### src/rtl/sar_pkg.sv
package sar_pkg;

    typedef enum logic [1:0] {
        ST_IDLE  = 2'd0,
        ST_CLEAR = 2'd1,
        ST_TRIAL = 2'd2,
        ST_DONE  = 2'd3
    } sar_state_e;

endpackage

### src/rtl/sar_seq.sv
module sar_seq
    import sar_pkg::*;
#(
    parameter int N     = 8,
    parameter int IDX_W = 3
) (
    input  logic             clk_i,
    input  logic             rst_ni,
    input  logic             soc_i,
    output logic [IDX_W-1:0] idx_o,
    output logic             clr_o,
    output logic             dec_o,
    output logic             last_o,
    output logic             done_o
);

    localparam logic [IDX_W-1:0] TOP_IDX = IDX_W'(N - 1);

    sar_state_e       state_q, state_d;
    logic [IDX_W-1:0] idx_q;

    // next-state selection
    always_comb begin
        state_d = state_q;
        unique case (state_q)
            ST_IDLE:  if (soc_i) state_d = ST_CLEAR;
            ST_CLEAR: state_d = ST_TRIAL;
            ST_TRIAL: if (idx_q == '0) state_d = ST_DONE;
            ST_DONE:  if (soc_i) state_d = ST_CLEAR;
            default:  state_d = ST_IDLE;
        endcase
    end

    // state register and bit pointer
    always_ff @(posedge clk_i or negedge rst_ni) begin
        if (!rst_ni) begin
            state_q <= ST_IDLE;
            idx_q   <= '0;
        end else begin
            state_q <= state_d;
            if (state_q == ST_CLEAR) begin
                idx_q <= TOP_IDX;
            end else if (state_q == ST_TRIAL && idx_q != '0) begin
                idx_q <= idx_q - 1'b1;
            end
        end
    end

    // decoded controls
    always_comb begin
        clr_o  = (state_q == ST_CLEAR);
        dec_o  = (state_q == ST_TRIAL);
        last_o = (state_q == ST_TRIAL) && (idx_q == '0);
        done_o = (state_q == ST_DONE);
        idx_o  = idx_q;
    end

    AST_NO_RESTART: assert property (@(posedge clk_i) disable iff (!rst_ni)
        (state_q == ST_TRIAL) |=> (state_q != ST_CLEAR));

    AST_PTR_WALK: assert property (@(posedge clk_i) disable iff (!rst_ni)
        (state_q == ST_TRIAL && idx_q != '0) |=> (idx_q == $past(idx_q) - 1'b1));

endmodule

### src/rtl/sar_mask.sv
module sar_mask #(
    parameter int N     = 8,
    parameter int IDX_W = 3
) (
    input  logic [IDX_W-1:0] idx_i,
    input  logic             en_i,
    output logic [N-1:0]     mask_o
);

    for (genvar i = 0; i < N; i++) begin : g_bit
        assign mask_o[i] = en_i && (idx_i == IDX_W'(i));
    end

    always_comb begin
        AST_ONE_TRIAL_BIT: assert (!en_i || $countones(mask_o) == 1);
    end

endmodule

### src/rtl/sar_datapath.sv
module sar_datapath #(
    parameter int N = 8
) (
    input  logic         clk_i,
    input  logic         rst_ni,
    input  logic         clr_i,
    input  logic         dec_i,
    input  logic         last_i,
    input  logic [N-1:0] mask_i,
    input  logic         cmp_i,
    output logic [N-1:0] trial_o,
    output logic [N-1:0] result_o
);

    logic [N-1:0] acc_q;
    logic [N-1:0] res_q;

    always_ff @(posedge clk_i or negedge rst_ni) begin
        if (!rst_ni) begin
            acc_q <= '0;
            res_q <= '0;
        end else if (clr_i) begin
            acc_q <= '0;
        end else if (dec_i) begin
            if (last_i) begin
                res_q <= cmp_i ? (acc_q | mask_i) : acc_q;
                acc_q <= '0;
            end else if (cmp_i) begin
                acc_q <= acc_q | mask_i;
            end
        end
    end

    always_comb begin
        trial_o  = acc_q | mask_i;
        result_o = res_q;
    end

    AST_BIT_DECIDED: assert property (@(posedge clk_i) disable iff (!rst_ni)
        (dec_i && !last_i) |=>
        ((trial_o & $past(mask_i)) == ($past(cmp_i) ? $past(mask_i) : '0)));

endmodule

### src/rtl/sar_ctrl.sv
module sar_ctrl #(
    parameter int N = 8
) (
    input  logic         clk_i,
    input  logic         rst_ni,
    input  logic         soc_i,
    input  logic         cmp_i,
    output logic [N-1:0] trial_o,
    output logic [N-1:0] result_o,
    output logic         eoc_o
);

    localparam int IDX_W = (N > 1) ? $clog2(N) : 1;
    localparam int CNT_W = $clog2(N + 2) + 1;
    localparam logic [N-1:0] MSB_ONLY = {1'b1, {(N-1){1'b0}}};

    logic [IDX_W-1:0] idx;
    logic             clr, dec, last, done;
    logic [N-1:0]     mask;

    sar_seq #(.N(N), .IDX_W(IDX_W)) u_seq (
        .clk_i  (clk_i),
        .rst_ni (rst_ni),
        .soc_i  (soc_i),
        .idx_o  (idx),
        .clr_o  (clr),
        .dec_o  (dec),
        .last_o (last),
        .done_o (done)
    );

    sar_mask #(.N(N), .IDX_W(IDX_W)) u_mask (
        .idx_i  (idx),
        .en_i   (dec),
        .mask_o (mask)
    );

    sar_datapath #(.N(N)) u_dp (
        .clk_i    (clk_i),
        .rst_ni   (rst_ni),
        .clr_i    (clr),
        .dec_i    (dec),
        .last_i   (last),
        .mask_i   (mask),
        .cmp_i    (cmp_i),
        .trial_o  (trial_o),
        .result_o (result_o)
    );

    assign eoc_o = done;

    // cycle counter for the conversion-length check
    logic [CNT_W-1:0] chk_cnt;
    always_ff @(posedge clk_i or negedge rst_ni) begin
        if (!rst_ni)  chk_cnt <= '0;
        else if (clr) chk_cnt <= CNT_W'(1);
        else if (dec) chk_cnt <= chk_cnt + 1'b1;
    end

    AST_FIRST_TRIAL: assert property (@(posedge clk_i) disable iff (!rst_ni)
        clr |=> (trial_o == MSB_ONLY));

    AST_CONV_LEN: assert property (@(posedge clk_i) disable iff (!rst_ni)
        $rose(eoc_o) |-> (chk_cnt == CNT_W'(N + 1)));

    AST_EOC_HOLD: assert property (@(posedge clk_i) disable iff (!rst_ni)
        (eoc_o && !soc_i) |=> (eoc_o && $stable(result_o)));

    AST_DONE_ZERO: assert property (@(posedge clk_i) disable iff (!rst_ni)
        (eoc_o || clr) |-> (trial_o == '0));

    AST_EOC_DROP: assert property (@(posedge clk_i) disable iff (!rst_ni)
        (eoc_o && soc_i) |=> (!eoc_o && $stable(result_o)));

endmodule

### config.mk
export PLATFORM = sky130hd
export DESIGN_NAME = sar_ctrl
export DESIGN_NICKNAME = d
export VERILOG_FILES = /design/src/rtl/sar_pkg.sv /design/src/rtl/sar_seq.sv /design/src/rtl/sar_mask.sv /design/src/rtl/sar_datapath.sv /design/src/rtl/sar_ctrl.sv
export SDC_FILE = /design/constraint.sdc
export NUM_CORES = 1
export LEC_CHECK = 0
export BUFFER_PORTS_ARGS = -buffer_cell sky130_fd_sc_hd__buf_2
export CAP_MARGIN = 0
export CORE_UTILIZATION = 53
export CTS_CLUSTER_DIAMETER = 50
export CTS_CLUSTER_SIZE = 12
export DETAILED_ROUTE_END_ITERATION = 8
export PLACE_DENSITY = 0.77
export SETUP_SLACK_MARGIN = 0.05
export SKIP_CTS_REPAIR_TIMING = 1
export SLEW_MARGIN = 0
export SYNTH_ARGS = -nofsm -noshare
export SYNTH_HDL_FRONTEND = slang
export SYNTH_SLANG_ARGS = --single-unit
### constraint.sdc
create_clock -name clk_i -period 2.5 [get_ports clk_i]
set_clock_uncertainty 0.15 [all_clocks]
set_input_delay 0.125 -clock clk_i [delete_from_list [all_inputs] [get_ports clk_i]]
set_output_delay 0.125 -clock clk_i [all_outputs]
set_load 0.005 [all_outputs]
==> impl_metrics.toml <==
[outcome]
status = "finished clean"

[cells_and_area]
final_util = 0.640
diodes = 0
final_nets = 136
drive_above_1_share = 0.295
fin_cells = 149
syn2layout_area_growth_pct = 13.5

[flow_run]
maxCapViolCount = 0

[detailed_routing]
num_vias = 808
wl_per_cell_um = 14.0
antenna_left = 0
drt_wl_total_um = 2080
first_iter_violations = 11
drt_pass1_iterations = 4
drc = 0
vias_per_cell = 5.42

[pwr]
switchingPower_uw = 384
clkPwrFrac = 0.157
power.density_nw_per_um2 = 826
p_int_uw = 643
peakVddDrop_mv = 0.469
p_sw_frac = 0.374
p_seq_frac = 0.434
p_comb_frac = 0.409
p_leak_nw = 0.674

[yosys]
synth_area_leaders = "dfrtp_1, ha_1, a21oi_1, nor2_1, a31o_2"
synth_flop_cell = "dfrtp_1"
synth_fa_ha_area_frac = 0.103
synth_xor_area_frac = 0
synth_top_family_by_area = "compound AO/OA/AOI/OAI gates"
syn_nets = 112
netlist_instances = 99
avgSynthCellArea_um2 = 11.1
synth_cell_types = 24
ys_ff_latch = 21
synth_compound_area_frac = 0.179
synth_top_cell_area_share = 0.480
synthArstFlopShare = 1.00
yosysSeqAreaShare = 0.480
synth.most_common_cell = "dfrtp_1"
ys_warn_count = 0
synth_common_cells = "dfrtp_1, a21oi_1, nor2_1"
synth_area_um2 = 1090
synth_top_cell_by_area = "dfrtp_1"
synth_enable_flop_cells = 0
muxShareOfSynthArea = 0.0571
synth-simple-area-share = 0.136

[place]
hpwl_um = 1510
gp_congestion = 0.802
placedCellCount = 144
port_buffers = 20

[grt]
grt-ovfl-total = 0
grt_pass1_vias = 676
grtUsageTotal = 0.198
grt_pass1_wl_um = 3030
antenna_found_initial = 0
grt_start_max_net_pins = 22

[floorplanning]
die_h_um = 47.5
die_x_um = 47.5
initial_core_util = 0.564
pin_count = 21
fp.coreArea_um2 = 1940
num_rows = 16
die_area_um2 = 2250

[clock_network]
h-tree-depth = 1
clkTransAtPathRegs_ns = 0.11
clk-insertion-delay-late_ns = 0.30
cts_buffers = 3
clk_path_buf_depth = 2
cts_root_buf = "clkbuf_4"
tritoncts = "yes"
cts_sinks = 21

[setup_path]
path_max_fanout = 8
cp_data_arrival_time_ns = 1.73
critPathMaxStageDelay_ns = 0.43
path_buf_inv = 2
path_class = "register to output pin"
endpoint_kind = "output pin"
critical_path_required_ns = 2.23
worstPathCellList = "inv_1 > ha_1 > nor2b_1 > a21o_1 > buf_2"
critPathTopFamily = "flip-flops"
startpoint_type = "register"
critical_path.slowest_cell = "dfrtp_1"

[timing]
worst_pin_slew_ns = 0.471
slew_headroom = 0.686
post-route-period-util = 0.803
fmaxAchievable_mhz = 498
hold_violations = 0
setup_viol = 0
fin_tns_setup_ns = 0
min_period_ns = 2.01
finalMaxSlewViolations = 0
rsz0062_at_grt = "no"

[worst_hold_path]
hp-class = "input pin to register"
==> registers in the layout (all words and copies together) (netlist names) <==
name,cells
u_dp.result_o,8
u_dp.acc_q,8
u_seq.idx_o,3
u_seq.state_q,2
==> cell type report <==
cell class | count | area [um^2]
repair buffers | 22 | 118
multi-input cells | 70 | 520
flip-flops and latches | 21 | 526
fillers | 176 | 699
well taps | 27 | 33.8
clock buffers | 4 | 26.3
inverters | 5 | 18.8
==> cells in the final DEF (no fill, tap or decap), drive strengths merged <==
master,instances
nor2,12
clkbuf,4
nand3b,1
and4bb,2
a31o,4
a21boi,1
nand2b,2
nor2b,3
and4b,1
ha,9
dfrtp,21
mux2i,1
mux2,4
a21o,4
a21oi,15
buf,21
and3,3
dlygate4sd3,1
inv,5
a31oi,4
o21ai,4
==> worst paths after layout <==
check                                      start  slack (ns)  cells past startpoint               end
worst min register to register  u_dp.result_o[7]        0.37                      1  u_dp.result_o[7]
min in group asynchronous                 rst_ni        0.18                      2  u_dp.result_o[1]
worst min-delay path                       cmp_i        0.02                      3  u_dp.result_o[0]
max in group asynchronous                 rst_ni        1.70                      2    u_seq.idx_o[0]
worst max-delay path            u_seq.state_q[0]        0.49                      5        trial_o[1]
worst max register to register    u_seq.idx_o[0]        0.65                      4  u_dp.result_o[6]
==> worst register-to-register path: cells and delay by family, from the launching register on <==
kind | cells | cell delay (ns)
flip-flops | 1 | 0.44
AND/OR/NAND/NOR | 1 | 0.38
multiplexers | 1 | 0.36
adder cells (fa/ha/maj) | 1 | 0.29
buffers and inverters | 1 | 0.13
==> cells by family (layout without fill, tap and decap cells) <==
| logic type | after synthesis | after routing |
|---|---|---|
| AOI/OAI and AO/OA | 32 | 32 |
| DFF | 21 | 21 |
| adders and majority gates | 9 | 9 |
| muxes | 5 | 5 |
| and+or+nand+nor | 24 | 24 |
| buffers and inverters | 8 | 31 |
==> metrics by stage <==
step | instance area, um^2 | hold slack, ns | setup WS, ns | power, mW
floorplan | 1090 | -0.321 | 0.779 | 0.735
global placement | 1210 | -0.0539 | 0.721 | 0.856
detailed placement | 1210 | -0.0427 | 0.665 | 0.872
CTS | 1230 | -0.375 | 0.488 | 1.03
global route | 1240 | 0.0338 | 0.377 | 1.11
finish | 1240 | 0.0159 | 0.493 | 1.03
==> power by group through the flow <==
stage	Clock, mW	Sequential, mW	Combinational (mW)
2_1_floorplan	0	0.437	0.298
3_3_place_gp	0	0.447	0.409
3_5_place_dp	0	0.452	0.420
4_1_cts	0.166	0.445	0.421
5_1_grt	0.182	0.455	0.472
6_report	0.161	0.445	0.420
==> layer usage <==
metal / wire [um] / up-vias / GRT usage
met5: 0 / - / 0
met3: 62 / 4 / 0.0340
met2: 1050 / 14 / 0.315
met1: 939 / 393 / 0.271
met4: 23 / 0 / 0.0686
li1: - / 397 / -
No activity file was read; power rests on OpenSTA's default activity.
